<file path="config.mk">
export PLATFORM = sky130hd
export DESIGN_NAME = burst_pulse_gen
export DESIGN_NICKNAME = d
export VERILOG_FILES = /design/src/rtl/burst_pulse_pkg.sv /design/src/rtl/burst_ctrl.sv /design/src/rtl/burst_datapath.sv /design/src/rtl/burst_pulse_gen.sv
export SDC_FILE = /design/constraint.sdc
export NUM_CORES = 1
export LEC_CHECK = 0
export ABC_AREA = 1
export BUFFER_PORTS_ARGS = -buffer_cell sky130_fd_sc_hd__buf_2
export CORE_MARGIN = 2
export CORE_UTILIZATION = 35
export DETAILED_ROUTE_END_ITERATION = 8
export GPL_TIMING_DRIVEN = 0
export PLACE_DENSITY_LB_ADDON = 0.15
export RECOVER_POWER = 50
export SLEW_MARGIN = 20
export SYNTH_ARGS = -nofsm -noshare
export SYNTH_HDL_FRONTEND = slang
export SYNTH_SLANG_ARGS = --single-unit
</file>
<file path="constraint.sdc">
create_clock -name clk -period 6.1 [get_ports clk]
set_input_delay 0.915 -clock clk [delete_from_list [all_inputs] [get_ports clk]]
set_output_delay 0.915 -clock clk [all_outputs]
set_load 0.05 [all_outputs]
</file>
<file path="src/rtl/burst_pulse_pkg.sv">
package burst_pulse_pkg;
  localparam int DATA_W = 8;
  localparam int REG_ADDR_W = 2;

  localparam logic [REG_ADDR_W-1:0] ADDR_CTRL = 2'd0;
  localparam logic [REG_ADDR_W-1:0] ADDR_DIV  = 2'd1;
  localparam logic [REG_ADDR_W-1:0] ADDR_LEN  = 2'd2;

  localparam int CTRL_EN    = 0;
  localparam int CTRL_START = 1;
  localparam int CTRL_BUSY  = 2;
  localparam int CTRL_FORCE = 3;

  typedef enum logic {ST_IDLE, ST_RUN} burstState_t;

  typedef struct packed {
    logic load;   // capture length, start first high phase
    logic run;    // burst active, prescaler counting
    logic abort;  // stop burst now, output low
  } burstStrobe_t;
endpackage

</file>
<file path="src/rtl/burst_ctrl.sv">
module burst_ctrl
  import burst_pulse_pkg::*;
#(
  parameter int LEN_W = 8,
  parameter int DIV_W = 4
) (
  input  logic                  clk,
  input  logic                  rstN,
  input  logic                  wrEn,
  input  logic [REG_ADDR_W-1:0] addr,
  input  logic [DATA_W-1:0]     wrData,
  input  logic                  powerSave,
  input  logic                  lastEdge,
  output logic                  enable,
  output logic                  forceHigh,
  output logic                  busy,
  output logic [DIV_W-1:0]      divSel,
  output logic [LEN_W-1:0]      burstLen,
  output burstStrobe_t          strobe
);
  burstState_t state, stateNext;
  logic ctrlWr, startReq;

  assign ctrlWr   = wrEn && (addr == ADDR_CTRL);
  assign startReq = ctrlWr && wrData[CTRL_START] && wrData[CTRL_EN];
  assign busy     = (state == ST_RUN);

  always_comb begin
    strobe       = '0;
    strobe.run   = (state == ST_RUN);
    strobe.load  = (state == ST_IDLE) && startReq && !powerSave && (burstLen != '0);
    strobe.abort = (state == ST_RUN) && (powerSave || (ctrlWr && !wrData[CTRL_EN]));
    stateNext    = state;
    if (strobe.load) stateNext = ST_RUN;
    else if (strobe.abort || (strobe.run && lastEdge)) stateNext = ST_IDLE;
  end

  always_ff @(posedge clk) begin
    if (!rstN) begin
      state     <= ST_IDLE;
      enable    <= 1'b0;
      forceHigh <= 1'b0;
      divSel    <= '0;
      burstLen  <= '0;
    end else begin
      state <= stateNext;
      if (ctrlWr) begin
        enable    <= wrData[CTRL_EN];
        forceHigh <= wrData[CTRL_FORCE];
      end
      if (wrEn && addr == ADDR_DIV) divSel <= wrData[DIV_W-1:0];
      if (wrEn && addr == ADDR_LEN) burstLen <= wrData[LEN_W-1:0];
    end
  end
endmodule

</file>
<file path="src/rtl/burst_datapath.sv">
module burst_datapath
  import burst_pulse_pkg::*;
#(
  parameter int LEN_W = 8,
  parameter int DIV_W = 4
) (
  input  logic             clk,
  input  logic             rstN,
  input  burstStrobe_t     strobe,
  input  logic [DIV_W-1:0] divSel,
  input  logic [LEN_W-1:0] burstLen,
  output logic             phaseHi,
  output logic             lastEdge
);
  localparam int PRE_W = (1 << DIV_W) - 1;

  logic [PRE_W-1:0] preCnt, preLimit;
  logic [LEN_W-1:0] remaining;
  logic             preTerm;

  // 2^x - 1; for the widest x the shift wraps to 0 and the subtract yields all ones
  assign preLimit = (PRE_W'(1) << divSel) - PRE_W'(1);
  assign preTerm  = (preCnt == preLimit);
  assign lastEdge = strobe.run && preTerm && phaseHi && (remaining == LEN_W'(1));

  always_ff @(posedge clk) begin
    if (!rstN) begin
      preCnt    <= '0;
      phaseHi   <= 1'b0;
      remaining <= '0;
    end else if (strobe.load) begin
      preCnt    <= '0;
      phaseHi   <= 1'b1;
      remaining <= burstLen;
    end else if (strobe.abort || !strobe.run) begin
      preCnt  <= '0;
      phaseHi <= 1'b0;
    end else if (preTerm) begin
      preCnt  <= '0;
      phaseHi <= ~phaseHi;
      if (phaseHi) remaining <= remaining - LEN_W'(1);
    end else begin
      preCnt <= preCnt + PRE_W'(1);
    end
  end
endmodule

</file>
<file path="src/rtl/burst_pulse_gen.sv">
module burst_pulse_gen
  import burst_pulse_pkg::*;
#(
  parameter int LEN_W = 8,
  parameter int DIV_W = 4
) (
  input  logic                  clk,
  input  logic                  rstN,
  input  logic                  wrEn,
  input  logic [REG_ADDR_W-1:0] addr,
  input  logic [DATA_W-1:0]     wrData,
  output logic [DATA_W-1:0]     rdData,
  input  logic                  powerSave,
  output logic                  pulseOut
);
  burstStrobe_t     strobe;
  logic             enable, forceHigh, busy, phaseHi, lastEdge;
  logic [DIV_W-1:0] divSel;
  logic [LEN_W-1:0] burstLen;

  burst_ctrl #(.LEN_W(LEN_W), .DIV_W(DIV_W)) ctrl_i (
    .clk(clk), .rstN(rstN), .wrEn(wrEn), .addr(addr), .wrData(wrData),
    .powerSave(powerSave), .lastEdge(lastEdge), .enable(enable),
    .forceHigh(forceHigh), .busy(busy), .divSel(divSel),
    .burstLen(burstLen), .strobe(strobe)
  );

  burst_datapath #(.LEN_W(LEN_W), .DIV_W(DIV_W)) dp_i (
    .clk(clk), .rstN(rstN), .strobe(strobe), .divSel(divSel),
    .burstLen(burstLen), .phaseHi(phaseHi), .lastEdge(lastEdge)
  );

  assign pulseOut = forceHigh || (phaseHi && busy && !powerSave);

  always_comb begin
    rdData = '0;
    case (addr)
      ADDR_CTRL: begin
        rdData[CTRL_EN]    = enable;
        rdData[CTRL_BUSY]  = busy;
        rdData[CTRL_FORCE] = forceHigh;
      end
      ADDR_DIV: rdData[DIV_W-1:0] = divSel;
      ADDR_LEN: rdData[LEN_W-1:0] = burstLen;
      default:  rdData = '0;
    endcase
  end
endmodule

</file>
==> impl_metrics.py <==
metrics = {
    "sta": {
        "drv_slew": 0,
        "setup_ws_ns": 3.05,
        "fin_crit_sh_pct": 50.1,
        "slew_headroom_pct": 60.9,
        "hold_viol_final": 0,
        "setup_violations": 0,
        "tightest_slew_ns": 0.589,
        "min_period_ns": 3.05,
        "fin_setup_tns_ns": 0,
        "max_freq_mhz": 327,
        "rsz0062_at_grt": "false",
        "finalClockSkew_ns": 0.0109,
    },
    "floorplan": {
        "fp-row-count": 31,
        "die_area_um2": 8000,
        "start_util_pct": 35.6,
        "io_pins": 23,
        "die_x_um": 89.4,
        "die_h_um": 89.4,
        "core_um2": 7180,
    },
    "clock_tree": {
        "clockBufferDepth": 2,
        "cts_sinks": 39,
        "cts_made_buffers": 5,
        "cts_tree": "yes",
        "clkTransAtPathRegs_ns": 0.08,
        "post_cts_resized": 0,
        "clk_latency_ns": 0.30,
        "post_cts_buffers": 0,
        "cts_max_level": 2,
        "root_buffer": "clkbuf_8",
        "hold_buffers": 0,
    },
    "placement": {
        "dpl-instance-area_um2": 2780,
        "port_buffers": 21,
        "dp_hpwl_um": 4700,
        "place_congestion": 0.863,
        "dp_slack_ns": 3.02,
    },
    "worst_setup_path": {
        "critPathMaxFanout": 10,
        "endpoint_kind": "flop",
        "cp_data_required_time_ns": 6.29,
        "crit_arrival_ns": 3.25,
        "critical_path_class": "flop to flop",
        "start_kind": "flop",
    },
    "job": {
        "maxCapViolations": 0,
    },
    "min_path": {
        "hp-class": "flop to flop",
    },
    "global_routing": {
        "grt_max_degree": 13,
        "grt-busiest-layer": "met1",
        "grtUsageTotal_pct": 16.3,
        "grt_pass1_wl_um": 10200,
        "grtUsageMet3_pct": 3.32,
        "gr-usage-met1_pct": 25.1,
        "grt_overflow": 0,
        "met2_usage_pct": 22.7,
        "antenna_found_initial": 0,
        "grt_pass1_vias": 2096,
    },
    "yosys": {
        "synth_largest_area_cell": "dfxtp_1",
        "synth.top_cell.area_share_pct": 30.6,
        "synth_cells": 394,
        "avgSynthCellArea_um2": 6.48,
        "syn-cell-area_um2": 2550,
        "synthTopCellsByArea": "dfxtp_1, nand2_1, nor2_1, nand3_1, inv_1",
        "synth-seq-cells": 39,
        "syn_nets": 416,
        "ys_warn_count": 0,
        "synth_ff_type": "dfxtp_1",
        "synth_cell_type_count": 36,
        "async_flop_share_pct": 0,
        "synth_edf_count": 0,
        "ys_seq_area_share_pct": 30.6,
    },
    "routing": {
        "first_pass_iters": 4,
        "wl_um": 5950,
        "wl_per_cell_um": 11.4,
        "ant_nets": 0,
        "via_count": 2398,
        "drt-initial-drc-count": 69,
        "viasPerCell": 4.59,
        "drc": 0,
    },
    "layout": {
        "mostFrequentLayoutCell": "nand2_1",
        "insertedDiodeCount": 0,
        "drive_gt1_share_pct": 11.8,
        "final_nets": 444,
        "design_area_um2": 2840,
        "area_growth_pct": 11.1,
        "most-common-layout-cells": "nand2_1, nor2_1, inv_1, nand3_1, dfxtp_1",
    },
    "power_and_ir_drop": {
        "peakVddDrop_mv": 0.0841,
        "leakagePower_nw": 1.30,
        "power_density_nw_per_um2": 193,
    },
    "status": {
        "status": "complete, no violations",
    },
}
per-layer routing:
metal	share of wire, %	vias to the layer above
met3	3.4	6
li1	-	1306
met1	54	1053
met5	0	-
met4	1.3	0
met2	41	33
critical path: stages (launching register included):
cell and delay (ns):
dfxtp_1 0.49, nor2_1 0.12, nand2_1 0.10, ha_1 0.32, inv_1 0.10, a21oi_1 0.35
nand2_1 0.13, nand3_1 0.11, nand2_1 0.06, nor3_1 0.43, nand2_1 0.18, nand3_1 0.31
buf_6 0.20, nor2_1 0.04
worst paths after layout:
| kind | startpoint | to | slack, ns | cells after the start |
|---|---|---|---|---|
| hold reg to reg | dp_i.preCnt[0] | dp_i.preCnt[0] | 0.48 | 1 |
| hold / removal | dp_i.preCnt[0] | dp_i.preCnt[0] | 0.48 | 1 |
| setup / recovery | ctrl_i.divSel[0] | dp_i.preCnt[9] | 3.05 | 13 |
| setup reg to reg | ctrl_i.divSel[0] | dp_i.preCnt[9] | 3.05 | 13 |
Yosys cell counts, drive strengths merged, types with 3 or more instances:
library cell,instances
nand2,109
nor2,60
inv,48
nand3,42
dfxtp,39
o21ai,24
a21oi,21
xor2,12
ha,8
nor3,6
buf,5
clkbuf,4
xnor2,4
nor4,3
logic make-up (layout without fill, tap and decap cells):
group / after synthesis / in the layout / share of synthesized area, %
simple gates: 224 / 224 / 40.0
buf+inv: 58 / 87 / 9.94
compound gates: 49 / 49 / 10.1
flops: 39 / 39 / 30.6
xor+xnor: 16 / 16 / 5.48
fa+ha+maj: 8 / 8 / 3.92
power by group:
part	internal [mW]	switching (mW)	total, mW	leakage [nW]
Clock	0.0801	0.0998	0.180	0.0412
Combinational	0.0360	0.0661	0.102	0.940
Sequential	0.260	0.00547	0.265	0.316
layout make-up:
type / count / area, µm²
clock inverter: 2 / 12.5
tap: 99 / 124
sequential: 39 / 781
timing repair buffer: 21 / 101
inverter: 49 / 189
multi-input combinational: 297 / 1490
fill: 790 / 4340
buffer: 9 / 65.1
clock buffer: 6 / 72.6
registers in the layout (all words and copies together) (netlist names):
register / cells
ctrl_i.burstLen: 8
ctrl_i.busy: 1
ctrl_i.divSel: 4
ctrl_i.enable: 1
ctrl_i.forceHigh: 1
dp_i.phaseHi: 1
dp_i.preCnt: 15
dp_i.remaining: 8
per-stage QoR:
step / cells / hold slack [ns] / total power, mW / utilization (%)
floorplan: 394 / 0.438 / 0.354 / -
global placement: 514 / 0.465 / 0.378 / 38.8
detailed placement: 514 / 0.473 / 0.378 / 38.8
CTS: 522 / 0.491 / 0.559 / 40.0
global route: 522 / 0.530 / 0.580 / 39.5
finish: 522 / 0.480 / 0.547 / 39.5
Note: power is estimated with default switching activity, not from simulation.
